$ cat src/rtl/ptp_tmr_pkg.sv
package ptp_tmr_pkg;
  localparam int ACC_W  = 32;
  localparam int TIME_W = 64;
endpackage

$ cat src/rtl/ptp_tick_gen.sv
module ptp_tick_gen
  import ptp_tmr_pkg::*;
(
  input  logic             clk,
  input  logic             rst_n,
  input  logic             addend_we,
  input  logic [ACC_W-1:0] addend_wdata,
  output logic             tick
);
  logic [ACC_W-1:0] addend_q, addend_d;
  logic [ACC_W-1:0] acc_q, acc_d;
  logic             tick_q, tick_d;
  logic [ACC_W:0]   sum;

  always_comb begin
    sum      = {1'b0, acc_q} + {1'b0, addend_q};
    acc_d    = sum[ACC_W-1:0];
    tick_d   = sum[ACC_W];
    addend_d = addend_we ? addend_wdata : addend_q;
  end

  always_ff @(posedge clk or negedge rst_n) begin
    if (!rst_n) begin
      addend_q <= '0;
      acc_q    <= '0;
      tick_q   <= 1'b0;
    end else begin
      addend_q <= addend_d;
      acc_q    <= acc_d;
      tick_q   <= tick_d;
    end
  end

  assign tick = tick_q;


  tick_needs_addend_chk: assert property (@(posedge clk) disable iff (!rst_n)
    tick_q |-> ($past(addend_q) != '0));
endmodule

$ cat src/rtl/ptp_ns_counter.sv
module ptp_ns_counter
  import ptp_tmr_pkg::*;
#(
  parameter int PER_W = 8
) (
  input  logic              clk,
  input  logic              rst_n,
  input  logic              tick,
  input  logic              period_we,
  input  logic [PER_W-1:0]  period_wdata,
  input  logic              time_we,
  input  logic [TIME_W-1:0] time_wdata,
  output logic [TIME_W-1:0] time_ns,
  output logic [PER_W-1:0]  period
);
  logic [TIME_W-1:0] time_q, time_d;
  logic [PER_W-1:0]  period_q, period_d;

  always_comb begin
    period_d = period_we ? period_wdata : period_q;
    time_d   = time_q;
    if (time_we)   time_d = time_wdata;
    else if (tick) time_d = time_q + TIME_W'(period_q);
  end

  always_ff @(posedge clk or negedge rst_n) begin
    if (!rst_n) begin
      time_q   <= '0;
      period_q <= '0;
    end else begin
      time_q   <= time_d;
      period_q <= period_d;
    end
  end

  assign time_ns = time_q;
  assign period  = period_q;


  time_step_chk: assert property (@(posedge clk) disable iff (!rst_n)
    (tick && !time_we) |=> (time_q == $past(time_q) + TIME_W'($past(period_q))));

  time_load_chk: assert property (@(posedge clk) disable iff (!rst_n)
    time_we |=> (time_q == $past(time_wdata)));

  time_hold_chk: assert property (@(posedge clk) disable iff (!rst_n)
    (!tick && !time_we) |=> $stable(time_q));
endmodule

$ cat src/rtl/ptp_prescaler.sv
module ptp_prescaler #(
  parameter int PRSC_W = 16
) (
  input  logic              clk,
  input  logic              rst_n,
  input  logic              tick,
  input  logic              prsc_we,
  input  logic [PRSC_W-1:0] prsc_wdata,
  output logic              oclk_stb,
  output logic [PRSC_W-1:0] prsc
);
  logic [PRSC_W-1:0] prsc_q, prsc_d;
  logic [PRSC_W-1:0] cnt_q, cnt_d;
  logic              stb_q, stb_d;
  logic              active;

  always_comb begin
    active = tick && (prsc_q != '0);
    prsc_d = prsc_q;
    cnt_d  = cnt_q;
    stb_d  = 1'b0;
    if (prsc_we) begin
      prsc_d = prsc_wdata;
      cnt_d  = '0;
    end else if (active) begin
      if (cnt_q == prsc_q - 1'b1) begin
        cnt_d = '0;
        stb_d = 1'b1;
      end else begin
        cnt_d = cnt_q + 1'b1;
      end
    end
  end

  always_ff @(posedge clk or negedge rst_n) begin
    if (!rst_n) begin
      prsc_q <= '0;
      cnt_q  <= '0;
      stb_q  <= 1'b0;
    end else begin
      prsc_q <= prsc_d;
      cnt_q  <= cnt_d;
      stb_q  <= stb_d;
    end
  end

  assign oclk_stb = stb_q;
  assign prsc     = prsc_q;


  stb_source_chk: assert property (@(posedge clk) disable iff (!rst_n)
    stb_q |-> ($past(tick) && ($past(prsc_q) != '0)));

  cnt_range_chk: assert property (@(posedge clk) disable iff (!rst_n)
    (prsc_q != '0) |-> (cnt_q < prsc_q));
endmodule

$ cat src/rtl/ptp_ivl_gen.sv
module ptp_ivl_gen #(
  parameter int PER_W  = 8,
  parameter int PRSC_W = 16,
  parameter int IVL_W  = 32
) (
  input  logic              clk,
  input  logic              rst_n,
  input  logic              tick,
  input  logic [PER_W-1:0]  period,
  input  logic [PRSC_W-1:0] prsc,
  input  logic              ivl_we,
  input  logic [IVL_W-1:0]  ivl_wdata,
  output logic              pulse
);
  logic [IVL_W-1:0]  ivl_q, ivl_d;
  logic [IVL_W-1:0]  rem_q, rem_d;
  logic              pulse_q, pulse_d;
  logic [PRSC_W-1:0] wcnt_q, wcnt_d;
  logic              expire, fire;

  always_comb begin
    expire  = tick && (ivl_q != '0) && (rem_q < IVL_W'(period));
    fire    = expire && (prsc != '0);
    ivl_d   = ivl_q;
    rem_d   = rem_q;
    pulse_d = pulse_q;
    wcnt_d  = wcnt_q;
    if (ivl_we) begin
      ivl_d = ivl_wdata;
      rem_d = ivl_wdata;
    end else if (expire) begin
      rem_d = ivl_q;
    end else if (tick && ivl_q != '0) begin
      rem_d = rem_q - IVL_W'(period);
    end
    if (fire && !ivl_we) begin
      pulse_d = 1'b1;
      wcnt_d  = prsc - 1'b1;
    end else if (tick && pulse_q) begin
      if (wcnt_q == '0) pulse_d = 1'b0;
      else              wcnt_d  = wcnt_q - 1'b1;
    end
  end

  always_ff @(posedge clk or negedge rst_n) begin
    if (!rst_n) begin
      ivl_q   <= '0;
      rem_q   <= '0;
      pulse_q <= 1'b0;
      wcnt_q  <= '0;
    end else begin
      ivl_q   <= ivl_d;
      rem_q   <= rem_d;
      pulse_q <= pulse_d;
      wcnt_q  <= wcnt_d;
    end
  end

  assign pulse = pulse_q;


  pulse_enable_chk: assert property (@(posedge clk) disable iff (!rst_n)
    $rose(pulse_q) |-> ($past(tick) && ($past(ivl_q) != '0) && ($past(prsc) != '0)));

  reload_chk: assert property (@(posedge clk) disable iff (!rst_n)
    ivl_we |=> (rem_q == $past(ivl_wdata)));

  width_end_chk: assert property (@(posedge clk) disable iff (!rst_n)
    $fell(pulse_q) |-> $past(tick));
endmodule

$ cat src/rtl/ptp_fiper_timer.sv
module ptp_fiper_timer
  import ptp_tmr_pkg::*;
#(
  parameter int PER_W  = 8,
  parameter int PRSC_W = 16,
  parameter int IVL_W  = 32,
  parameter int N_IVL  = 2
) (
  input  logic              clk,
  input  logic              rst_n,
  input  logic              addend_we,
  input  logic [31:0]       addend_wdata,
  input  logic              period_we,
  input  logic [PER_W-1:0]  period_wdata,
  input  logic              prsc_we,
  input  logic [PRSC_W-1:0] prsc_wdata,
  input  logic [N_IVL-1:0]  ivl_we,
  input  logic [IVL_W-1:0]  ivl_wdata,
  input  logic              time_we,
  input  logic [63:0]       time_wdata,
  output logic              tick,
  output logic [63:0]       time_ns,
  output logic              oclk_stb,
  output logic [N_IVL-1:0]  pulse
);
  logic [PER_W-1:0]  period;
  logic [PRSC_W-1:0] prsc;

  ptp_tick_gen u_tick (
    .clk(clk), .rst_n(rst_n), .addend_we(addend_we),
    .addend_wdata(addend_wdata), .tick(tick)
  );

  ptp_ns_counter #(.PER_W(PER_W)) u_time (
    .clk(clk), .rst_n(rst_n), .tick(tick),
    .period_we(period_we), .period_wdata(period_wdata),
    .time_we(time_we), .time_wdata(time_wdata),
    .time_ns(time_ns), .period(period)
  );

  ptp_prescaler #(.PRSC_W(PRSC_W)) u_prsc (
    .clk(clk), .rst_n(rst_n), .tick(tick),
    .prsc_we(prsc_we), .prsc_wdata(prsc_wdata),
    .oclk_stb(oclk_stb), .prsc(prsc)
  );

  for (genvar g = 0; g < N_IVL; g++) begin : g_ivl
    ptp_ivl_gen #(.PER_W(PER_W), .PRSC_W(PRSC_W), .IVL_W(IVL_W)) u_gen (
      .clk(clk), .rst_n(rst_n), .tick(tick), .period(period), .prsc(prsc),
      .ivl_we(ivl_we[g]), .ivl_wdata(ivl_wdata), .pulse(pulse[g])
    );
  end


  idle_after_reset_chk: assert property (@(posedge clk) disable iff (!rst_n)
    $rose(rst_n) |-> (!tick && !oclk_stb && pulse == '0));
endmodule

$ cat config.mk
export PLATFORM = sky130hd
export DESIGN_NAME = ptp_fiper_timer
export DESIGN_NICKNAME = d
export VERILOG_FILES = /design/src/rtl/ptp_tmr_pkg.sv /design/src/rtl/ptp_tick_gen.sv /design/src/rtl/ptp_ns_counter.sv /design/src/rtl/ptp_prescaler.sv /design/src/rtl/ptp_ivl_gen.sv /design/src/rtl/ptp_fiper_timer.sv
export SDC_FILE = /design/constraint.sdc
export NUM_CORES = 1
export LEC_CHECK = 0
export CORE_ASPECT_RATIO = 0.8
export CORE_MARGIN = 8
export CORE_UTILIZATION = 47
export DETAILED_ROUTE_END_ITERATION = 8
export GPL_ROUTABILITY_DRIVEN = 0
export PLACE_DENSITY = 0.69
export SYNTH_ARGS = -nofsm -noshare
export SYNTH_HDL_FRONTEND = slang
export SYNTH_SLANG_ARGS = --single-unit
$ cat constraint.sdc
create_clock -name clk -period 3.5 [get_ports clk]
set_input_delay 0.875 -clock clk [delete_from_list [all_inputs] [get_ports clk]]
set_output_delay 0.875 -clock clk [all_outputs]
set_load 0.02 [all_outputs]
## Word-level counts from Yosys, hierarchy flattened

Index checks and enable logic that the tools add are counted.

- Logic and storage cells: 85
- Bits of input ports: 160
- Flip-flop bits (word level): 332
- Output and inout bits: 68

- Reduce and logical (&&, ||, !) cells: 30
- Add/subtract/negate cells: 8
- Muxes and demuxes: 26
- Eq/ne operators: 3
- Order comparisons: 2

Operator list:

| operator | number |
|---|---|
| two-way mux 32 bit | 6 |
| two-way mux 16 bit | 9 |
| two-way mux 64 bit | 2 |
| adder 64 x 8 -> 64 bit | 1 |
| less-than comparator 32 x 8 -> 1 bit | 2 |
| nonzero test 32 bit | 2 |
| subtractor 32 x 8 -> 32 bit | 2 |
| subtractor 16 x 1 -> 16 bit, second input constant | 3 |
| adder 32 x 32 -> 33 bit | 1 |
| zero test 16 bit | 2 |
| adder 16 x 1 -> 16 bit, second input constant | 1 |
| == test 16 bit | 1 |
| nonzero test 16 bit | 1 |
| nonzero test 2 bit | 6 |
| logical AND 1 bit | 11 |
| two-way mux 1 bit | 9 |
| AND reduction 2 bit | 4 |
| nonzero test 3 bit | 2 |
| inequality test 2 x 1 -> 1 bit, second input constant | 2 |
| zero test 1 bit | 2 |

## Longest topological paths before layout

Gate-level depths: netlist of run 1.

- Depth after elaboration: 7
- Depth in mapped cells: 13
- Mapped depth without buffers: 11

## Hierarchy

A second synthesis of run 1 with hierarchy kept.

- Cells, all modules: 2169
- Area, all modules: 20354.5 µm²

By module, submodules not included:

| module | area an instance (µm²) | times used | cells each | sequential area each (µm²) |
|---|---|---|---|---|
| ptp_ivl_gen | 4902.2 | 2 | 555 | 2026.9 |
| ptp_ns_counter | 4388.0 | 1 | 461 | 1801.7 |
| ptp_tick_gen | 3983.8 | 1 | 372 | 1626.6 |
| ptp_prescaler | 2178.3 | 1 | 226 | 825.8 |

## Worst setup path after synthesis of run 1

No wires, ideal clock.

- Kind: flip-flop to flip-flop
- Start: reg g_ivl[0].u_gen.rem_q[0]
- End: reg g_ivl[0].u_gen.wcnt_q[12]
- Data required time: 3.421 ns
- Path buffers: 1
- Setup time: 0.079 ns
- Period minus slack after synthesis: 3.064 ns
- Cell stages (with the launch flop): 12
- Arrival time: 2.984 ns
- Slack: 0.436 ns
- Path through: dfrtp_1 inv_1 ha_1 inv_1 fa_1 a21oi_1 nor2_1 o311a_1 or4_1 nor3_1 clkbuf_1 mux2i_1

- Longest elaborated chain between the ends: 6
- Elaborated cells on any way between the ends: 8
- Classes of those cells: 1 x order compare; 1 x eq/ne; 1 x mux; 5 x reduce/logical

RTL lines:

| what | line | text |
|---|---|---|
| start: declaration | ptp_ivl_gen.sv:16 | `logic [IVL_W-1:0] rem_q, rem_d;` |
| start signal: assignment | ptp_ivl_gen.sv:53 | `rem_q <= rem_d;` |
| less-than comparator 32 x 8 -> 1 bit * | ptp_ivl_gen.sv:22 | `expire = tick && (ivl_q != '0) && (rem_q < IVL_W'(period));` |
| logical AND 1 bit * | ptp_ivl_gen.sv:22 |  |
| logical AND 1 bit * | ptp_ivl_gen.sv:23 | `fire = expire && (prsc != '0);` |
| logical AND 1 bit * | ptp_ivl_gen.sv:36 | `if (fire && !ivl_we) begin` |
| inequality test 2 x 1 -> 1 bit (no line) or nonzero test 2 bit (tied branches) | -- |  |
| AND reduction 2 bit (no line) | -- |  |
| end signal: assignment | ptp_ivl_gen.sv:55 | `wcnt_q <= wcnt_d;` |
| end: declaration | ptp_ivl_gen.sv:18 | `logic [PRSC_W-1:0] wcnt_q, wcnt_d;` |

Every way passes the cells marked *; elsewhere a longest branch is shown, timed or not.
A chain may end at the register's enable or synchronous reset.

## Worst setup path after layout of run 1

- Start: reg g_ivl[1].u_gen.rem_q[20]
- End: reg g_ivl[1].u_gen.rem_q[24]

- Longest elaborated chain between the ends: 4
- Elaborated cells on any way between the ends: 7
- Classes of those cells: 1 x add/sub; 1 x order compare; 3 x mux; 2 x reduce/logical

RTL lines:

| what | line | text |
|---|---|---|
| start: declaration | ptp_ivl_gen.sv:16 |  |
| start signal: assignment | ptp_ivl_gen.sv:53 |  |
| subtractor 32 x 8 -> 32 bit or less-than comparator 32 x 8 -> 1 bit (tied branches) | ptp_ivl_gen.sv:34, ptp_ivl_gen.sv:22 |  |
| two-way mux 32 bit or logical AND 1 bit (tied branches) | ptp_ivl_gen.sv:33, ptp_ivl_gen.sv:22 |  |
| two-way mux 32 bit | ptp_ivl_gen.sv:31 | `end else if (expire) begin` |
| two-way mux 32 bit | ptp_ivl_gen.sv:28 | `if (ivl_we) begin` |

Parallel ways exist; a longest one is shown, timed or not. The select of a mux whose other input is x is not followed.

==> results of run 1 <==
==> how the worst max path moves through the flow <==
stage / slack [ns] / startpoint / end / depth (start not counted)
3_3_place_gp: 0.40 / g_ivl[0].u_gen.rem_q[0] / g_ivl[0].u_gen.rem_q[19] / 11
2_1_floorplan: 0.44 / g_ivl[0].u_gen.rem_q[0] / g_ivl[0].u_gen.wcnt_q[12] / 11
4_1_cts: 0.29 / g_ivl[1].u_gen.rem_q[20] / g_ivl[1].u_gen.rem_q[24] / 7
6_report: 0.26 / g_ivl[1].u_gen.rem_q[20] / g_ivl[1].u_gen.rem_q[24] / 7
5_1_grt: 0.10 / g_ivl[0].u_gen.rem_q[0] / g_ivl[0].u_gen.rem_q[19] / 11
3_5_place_dp: 0.29 / g_ivl[1].u_gen.rem_q[20] / g_ivl[1].u_gen.rem_q[24] / 7
==> stage by stage <==
step | util (%) | instance area, um2 | std cells
after floorplan | - | 19500 | 2114
after global placement | 55.3 | 22600 | 2840
after detailed placement | 55.3 | 22600 | 2840
after CTS | 58.3 | 23800 | 2906
after global routing | 58.3 | 23800 | 2909
final | 58.3 | 23800 | 2909
==> cell families after synthesis <==
family / Yosys count
buf+inv: 187
compound gates: 510
mux: 117
simple gates: 771
flops: 332
fa+ha+maj: 64
xor+xnor: 133
==> sequential cells by signal, indices dropped and copies added, names as in the netlist <==
register / cells
g_ivl.u_gen.wcnt_q: 32
g_ivl.u_gen.rem_q: 64
g_ivl.u_gen.ivl_q: 64
u_prsc.prsc: 16
u_time.time_ns: 64
u_prsc.cnt_q: 16
u_tick.acc_q: 32
u_time.period: 8
u_tick.addend_q: 32
u_prsc.oclk_stb: 1
u_tick.tick: 1
g_ivl.u_gen.pulse: 2
==> cell usage after synthesis (23+ instances only) <==
cell        n  share of area [%]
nor3_1     96                2.5
nor4_1     49                1.6
and3_1     25               0.80
inv_1      85                1.6
or3_1      26               0.83
nand3_1    85                2.2
xor2_1     47                2.1
clkbuf_1   89                1.7
a31oi_1    27               0.87
nor2_1    151                2.9
nor2b_1    28               0.90
nand4_1    23               0.74
xnor2_1    83                3.7
ha_1       60                3.8
nand2_1   190                3.7
o21ai_0   161                4.1
dfrtp_1   332                 43
mux2_2     81                4.7
a21oi_1   101                2.6
mux2i_1    36                1.8
==> power groups by stage <==
stage	Clock (mW)	Combinational [mW]	Sequential, mW
CTS	3.99	5.79	5.30
global route	4.14	6.46	5.41
finish	3.89	5.83	5.31
floorplan	0	4.04	5.27
detailed placement	0	5.74	5.36
global placement	0	5.60	5.32
==> cell type report <==
| class | instances | area (um2) | share of cell area [%] |
|---|---|---|---|
| multi-input cells | 1595 | 10500 | 44.2 |
| inverters | 85 | 319 | 1.34 |
| diodes | 3 | 7.51 | 0.0316 |
| repair buffers | 284 | 2760 | 11.6 |
| flip-flops and latches | 332 | 8310 | 34.9 |
| clock inverters | 10 | 93.8 | 0.395 |
| clock buffers | 56 | 1110 | 4.66 |
| well taps | 544 | 681 | 2.86 |
==> routing by layer <==
layer	share of wire [%]	up-vias	GRT usage (%)
met5	0	-	0
met1	46	8430	33.3
met3	6.3	109	3.37
met4	2.7	0	7.14
li1	-	8145	-
met2	45	645	36.1
==> metrics.md, run 1 <==
| Metric | Value |
|---|---|
| Status | finished clean |
| Final period utilization | 92.5% |
| Number of synthesis warnings | 0 |
| Int Pwr | 9.41 mW |
| WHS | 0.344 ns |
| Post-synth top flop | dfrtp_1 |
| Grt ovf | 0 |
| Final Hold Viols | 0 |
| Post_cts resized | 0 |
| RSZ-0062 raised after global routing | no |
| Nature of the critical path endpoint | flip-flop |
| Post-synth net total | 2338 |
| Net Sw Frac | 37.4% |
| Clk pwr share | 25.9% |
| Switching pwr | 5.62 mW |
| Post-synth EDFFs | 0 |
| Die width | 244 um |
| Sink Count | 332 |
| Reg2Reg Capture Point | g_ivl[1].u_gen.rem_q[24] |
| Post-Synth XOR/XNOR Area | 6.18% |
| Part of the power in combinational logic | 38.8% |
| Clk slew on worst S/H paths | 0.06 ns |
| Crit path kind | reg2reg |
| DP HPWL | 43000 um |
| Vias in the first global route | 16912 |
| Rel. slew slack | 33.5% |
| Placeable Area | 40800 um2 |
| Largest family of logic cells by synthesized area | simple AND/OR/NAND/NOR gates |
| Max incr delay on CP | 0.59 ns |
| Routed WL | 57700 um |
| Root buf cell | clkbuf_16 |
| Total GRT Usage | 23.2% |
| CTS Buffer Depth | 3 |
| Number of fillers in the final layout | 3625 |
| Async SR Flop Fraction | 100% |
| NumNets Final | 2560 |
| Register area share after synthesis | 42.6% |
| Min Tclk post-route | 3.24 ns |
| Seq cells post-synth | 332 |
| Critical Path Start Type | flip-flop |
| Largest net degree at the start of global routing | 87 |
| Synth Area in Simple Gates | 19.9% |
| CP delay by family, top | simple AND/OR/NAND/NOR gates |
| Vias per inst | 5.96 |
| Commonest non-fill, non-tap cell in the layout | dfrtp_1 |
| R2r worst-path depth | 7 |
| Initial core utilization | 47.9% |
| Die area | 48400 um2 |
| CP cell instances | or3_4, or4_4, or4_4, or3_1, nor3_4, a2111oi_1, a311o_1 |
| Final ANT Viol Nets | 0 |
| Number of setup violations in the final report | 0 |
| I/O pin count | 228 |
| Crit-path max FO | 10 |
| 1st-pass router iterations | 5 |
| Global-route wire length before repair | 92600 um |
| Clk_lat worst skew | 0.55 ns |
| Setup_tns | 0 ns |
| Worst EP arrival | 3.67 ns |
| Mux cell area share after synthesis | 6.52% |
| Final WS setup | 0.262 ns |
| H-Tree Level Count | 2 |
| CP Buf/Inv Count | 0 |
| Worst Clk Skew | 0.0342 ns |
| CTS tree | built |
| Sequential power share | 35.4% |
| Chip height | 198 um |
| Adder-cell share of the synthesized area | 4.26% |
| R2R Setup Slk | 0.26 ns |
| DR iter-0 viols | 1442 |
| Avg Inst Size Synth | 9.24 um2 |
| Worst Hold Class | in2async |
| CP required | 3.93 ns |
| DR DRC count | 0 |
| Area delta synth->final | 21.8% |
| Synth Cell Area | 19500 um2 |
| TritonCTS Buffers | 38 |
| Fin. max-slew vios | 0 |
| Pwr Total | 15.0 mW |
| Cell count after synthesis | 2114 |
| Max Cap Viol | 0 |
| Initial antenna violation count | 3 |
| Least-Margin Pin Slew | 0.997 ns |
| Number of core rows | 66 |
| Wire length per cell | 19.8 um |
| Hold_buf cts | 0 |
| Post-CTS Setup Bufs | 0 |
| Yosys cell types | 79 |
| Post-synthesis compound-gate area fraction | 17.0% |
| Setup WS pre-CTS | 0.293 ns |
| CP dominant cell by count | or4_4 |
| Share of layout cells above drive strength 1 | 9.82% |
| Commonest non-fill, non-tap cells in the layout | 332 x dfrtp_1, 223 x clkdlybuf4s50_1, 190 x nand2_1 |
| Via count | 17329 |
| Pwr per Cell Area | 632 nW/um2 |
| Worst r2r src | g_ivl[1].u_gen.rem_q[20] |
| Worst path slowest cell | or3_1 |
| IR drop worst, VDD | 413 uV |
| Port Buffer Count | 227 |
| F_max | 309 MHz |
| Leakage Power | 9.65 nW |
Power figures use the tool's default switching activity.
==> inputs of run 2 (changes only) <==
ABC_AREA = 1   (was default)
PLACE_DENSITY = 0.68   (was 0.69)
==> run 2 against run 1 <==
Net effect:
- total power up 19%
- final cell count up 34%
- highest routed layer unchanged
- sequential power up 13%
- clock power up 2%
- critical path type unchanged
- hold slack worse by 0.051 ns
- first-iteration DRC count up 58%
- die area up 11%
- via count up 23%
- flip-flop and latch count unchanged
- register-to-register slack better by 0.27 ns
- synthesized cell count up 44%
==> metrics.md, run 2 <==
| Metric | Value |
|---|---|
| Status | finished clean |
| Met3 GRT Util | 3.62% (+0.25 points) |
| Die width | 256 um (+5.2%) |
| Critical Path Start Type | flip-flop |
| Grt ovf | 0 (unchanged) |
| Post-CTS Setup Bufs | 0 (unchanged) |
| Net Sw Frac | 42.9% (+5.5 points) |
| Leakage Power | 12.1 nW (+25%) |
| Hold_buf cts | 0 (unchanged) |
| Die area | 53400 um2 (+11%) |
| CP required | 3.93 ns (about the same) |
| Initial antenna violation count | 2 (-1) |
| Vias in the first global route | 20573 (+22%) |
| Clk_lat worst skew | 0.56 ns (about the same) |
| Number of fillers in the final layout | 4315 (+19%) |
| Crit. path cell count | 13 (+6) |
| Sequential power share | 33.7% (-1.7 points) |
| Fin. max-slew vios | 0 (unchanged) |
| M2 GR Usage | 38.2% (+2.1 points) |
| TritonCTS Buffers | 38 (unchanged) |
| Clk pwr share | 22.3% (-3.6 points) |
| Area delta synth->final | 18.9% |
| Final Non-Filler Cells | 3892 (+34%) |
| CP Buf/Inv Count | 1 (+1) |
| CTS tree | built |
| Crit-path max FO | 14 (+4) |
| Root buf cell | clkbuf_16 |
| Post-synth EDFFs | 0 (unchanged) |
| Initial core utilization | 47.6% (-0.30 points) |
| Final Cell Area | 25800 um2 (+8.7%) |
| Avg Inst Size Synth | 7.15 um2 (-23%) |
| Final WS setup | 0.529 ns (+0.267 ns) |
| Port Buffer Count | 227 (unchanged) |
| Rel. slew slack | 36.2% (+2.7 points) |
| Yosys cell types | 51 (-35%) |
| CP delay by family, top | simple AND/OR/NAND/NOR gates |
| Setup WS pre-CTS | 0.566 ns (+0.273 ns) |
| Max Cap Viol | 0 (unchanged) |
| Number of synthesis warnings | 0 (unchanged) |
| Share of layout cells above drive strength 1 | 5.71% (-4.1 points) |
| Async SR Flop Fraction | 100% (unchanged) |
| Max incr delay on CP | 0.42 ns (-0.17 ns) |
| Wire length per cell | 17.8 um (-10%) |
| WHS | 0.293 ns (-0.0508 ns) |
| I/O pin count | 228 (unchanged) |
| Crit path kind | reg2reg |
| Largest net degree at the start of global routing | 75 (-14%) |
| Synth top area share | 38.2% (-4.3 points) |
| NumNets Final | 3474 (+36%) |
| Worst path slowest cell | dfrtp_1 |
| Post_cts resized | 0 (unchanged) |
| Part of the power in combinational logic | 44.0% (+5.2 points) |
| DR iter-0 viols | 2276 (+58%) |
| Cell count after synthesis | 3042 (+44%) |
| Chip height | 208 um (+5.1%) |
| Worst Hold Class | in2async |
| Routed WL | 69300 um (+20%) |
| Placeable Area | 45700 um2 (+12%) |
| Nature of the critical path endpoint | flip-flop |
| CTS Buffer Depth | 3 (unchanged) |
| Number of setup violations in the final report | 0 (unchanged) |
| Final period utilization | 84.9% (-7.6 points) |
| 1st-pass router iterations | 7 (+2) |
| Min Tclk post-route | 2.97 ns (-0.267 ns) |
| H-Tree Level Count | 2 (unchanged) |
| Least-Margin Pin Slew | 0.956 ns (-0.0413 ns) |
| M1 GR Usage | 37.1% (+3.8 points) |
| Switching pwr | 7.65 mW (+36%) |
| Largest cells by area after synthesis | dfrtp_1 38%, nand2_1 16%, nor2_1 5.6% |
| CP cell instances | ha_1, inv_1, fa_1, nand3_1, nand3_1, nand2_1, nand3_1, nor2_1, nand2_1, nor2_1, nand2_1, a21oi_1, o21ai_1 |
| Setup_tns | 0 ns (unchanged) |
| Post-synth top area cell | dfrtp_1 |
| Most frequent cell after synthesis | nand2_1 |
| Worst Clk Skew | 0.0249 ns (-0.00925 ns) |
| Clk slew on worst S/H paths | 0.06 ns (about the same) |
| F_max | 337 MHz (+9.0%) |
| Synth Cell Area | 21700 um2 (+11%) |
| Number of core rows | 70 (+6.1%) |
| Post-synth top flop | dfrtp_1 |
| IR drop worst, VDD | 493 uV (+19%) |
| R2r worst-path depth | 13 (+6) |
| Worst EP arrival | 3.40 ns (-0.27 ns) |
| Final Hold Viols | 0 (unchanged) |
| Pwr per Cell Area | 690 nW/um2 (+9.2%) |
| DR DRC count | 0 (unchanged) |
| Total GRT Usage | 25.4% (+2.2 points) |
| Via count | 21396 (+23%) |
| Int Pwr | 10.2 mW (+8.3%) |
| Global-route wire length before repair | 112000 um (+21%) |
| Post-synth top cells | 911 x nand2_1, 332 x dfrtp_1, 326 x nor2_1 |
| Post-synth net total | 3266 (+40%) |
| Commonest non-fill, non-tap cells in the layout | 911 x nand2_1, 332 x dfrtp_1, 322 x nor2_1 |
| Register area share after synthesis | 38.2% (-4.3 points) |
| DP HPWL | 53000 um (+23%) |
| Most Crowded Layer GR | met2 |
| Seq cells post-synth | 332 (unchanged) |
| Commonest non-fill, non-tap cell in the layout | nand2_1 |
| Placed Area | 24600 um2 (+9.1%) |
| Vias per inst | 5.50 (-7.7%) |
| Placed cells | 3822 (+35%) |
| Final ANT Viol Nets | 0 (unchanged) |
| RSZ-0062 raised after global routing | no |
| Sink Count | 332 (unchanged) |
## run 2: cells by family (layout without fill, tap and decap cells)
| family | after synthesis | in the layout | synth area share [%] |
|---|---|---|---|
| AO/OA/AOI/OAI | 409 | 409 | 10.6 |
| adder cells (fa/ha/maj) | 64 | 64 | 3.82 |
| multiplexers | 32 | 32 | 1.66 |
| AND/OR/NAND/NOR | 1657 | 1657 | 32.7 |
| other | 0 | 3 | 0 |
| flip-flops | 332 | 332 | 38.2 |
| buffers and inverters | 410 | 645 | 7.45 |
| XOR/XNOR | 138 | 138 | 5.56 |
## run 2: layout make-up
type                    instances  area [um2]  area share, %
multi-input cells            2300       11800           45.8
flip-flops and latches        332        8310           32.2
repair buffers                251        2480           9.60
inverters                     327        1230           4.77
clock buffers                  59        1140           4.43
well taps                     612         766           2.96
clock inverters                 8        73.8          0.286
diodes                          3        7.51         0.0291
## run 2: layer usage
layer / share of wire [%] / wire [um]
met1: 46 / 32200
met2: 43 / 29700
met3: 7.3 / 5080
met4: 3.4 / 2390
met5: 0 / 0
## run 2: final timing paths
path	slack, ns	from	endpoint
setup / recovery	0.53	u_time.period[0]	g_ivl[1].u_gen.wcnt_q[9]
hold / removal	0.29	rst_n	u_time.time_ns[57]
setup reg to reg	0.53	u_time.period[0]	g_ivl[1].u_gen.wcnt_q[9]
hold reg to reg	0.48	u_tick.acc_q[0]	u_tick.acc_q[0]
max in group asynchronous	2.34	rst_n	u_prsc.cnt_q[14]
min in group clk	0.48	u_tick.acc_q[0]	u_tick.acc_q[0]
## run 2: power by group through the flow
| stage | Clock, mW | Combinational [mW] | Sequential (mW) |
|---|---|---|---|
| 2_1_floorplan | 0 | 5.26 | 5.95 |
| 3_3_place_gp | 0 | 7.56 | 6.00 |
| 3_5_place_dp | 0 | 7.73 | 6.02 |
| 4_1_cts | 4.06 | 7.78 | 5.97 |
| 5_1_grt | 4.21 | 8.74 | 6.15 |
| 6_report | 3.98 | 7.84 | 6.01 |
## run 2: metrics by stage
| step | util, % | power, mW |
|---|---|---|
| finish | 56.5 | 17.8 |
| CTS | 56.5 | 17.8 |
| detailed placement | 53.8 | 13.8 |
| global placement | 53.8 | 13.6 |
| floorplan | - | 11.2 |
| global route | 56.5 | 19.1 |
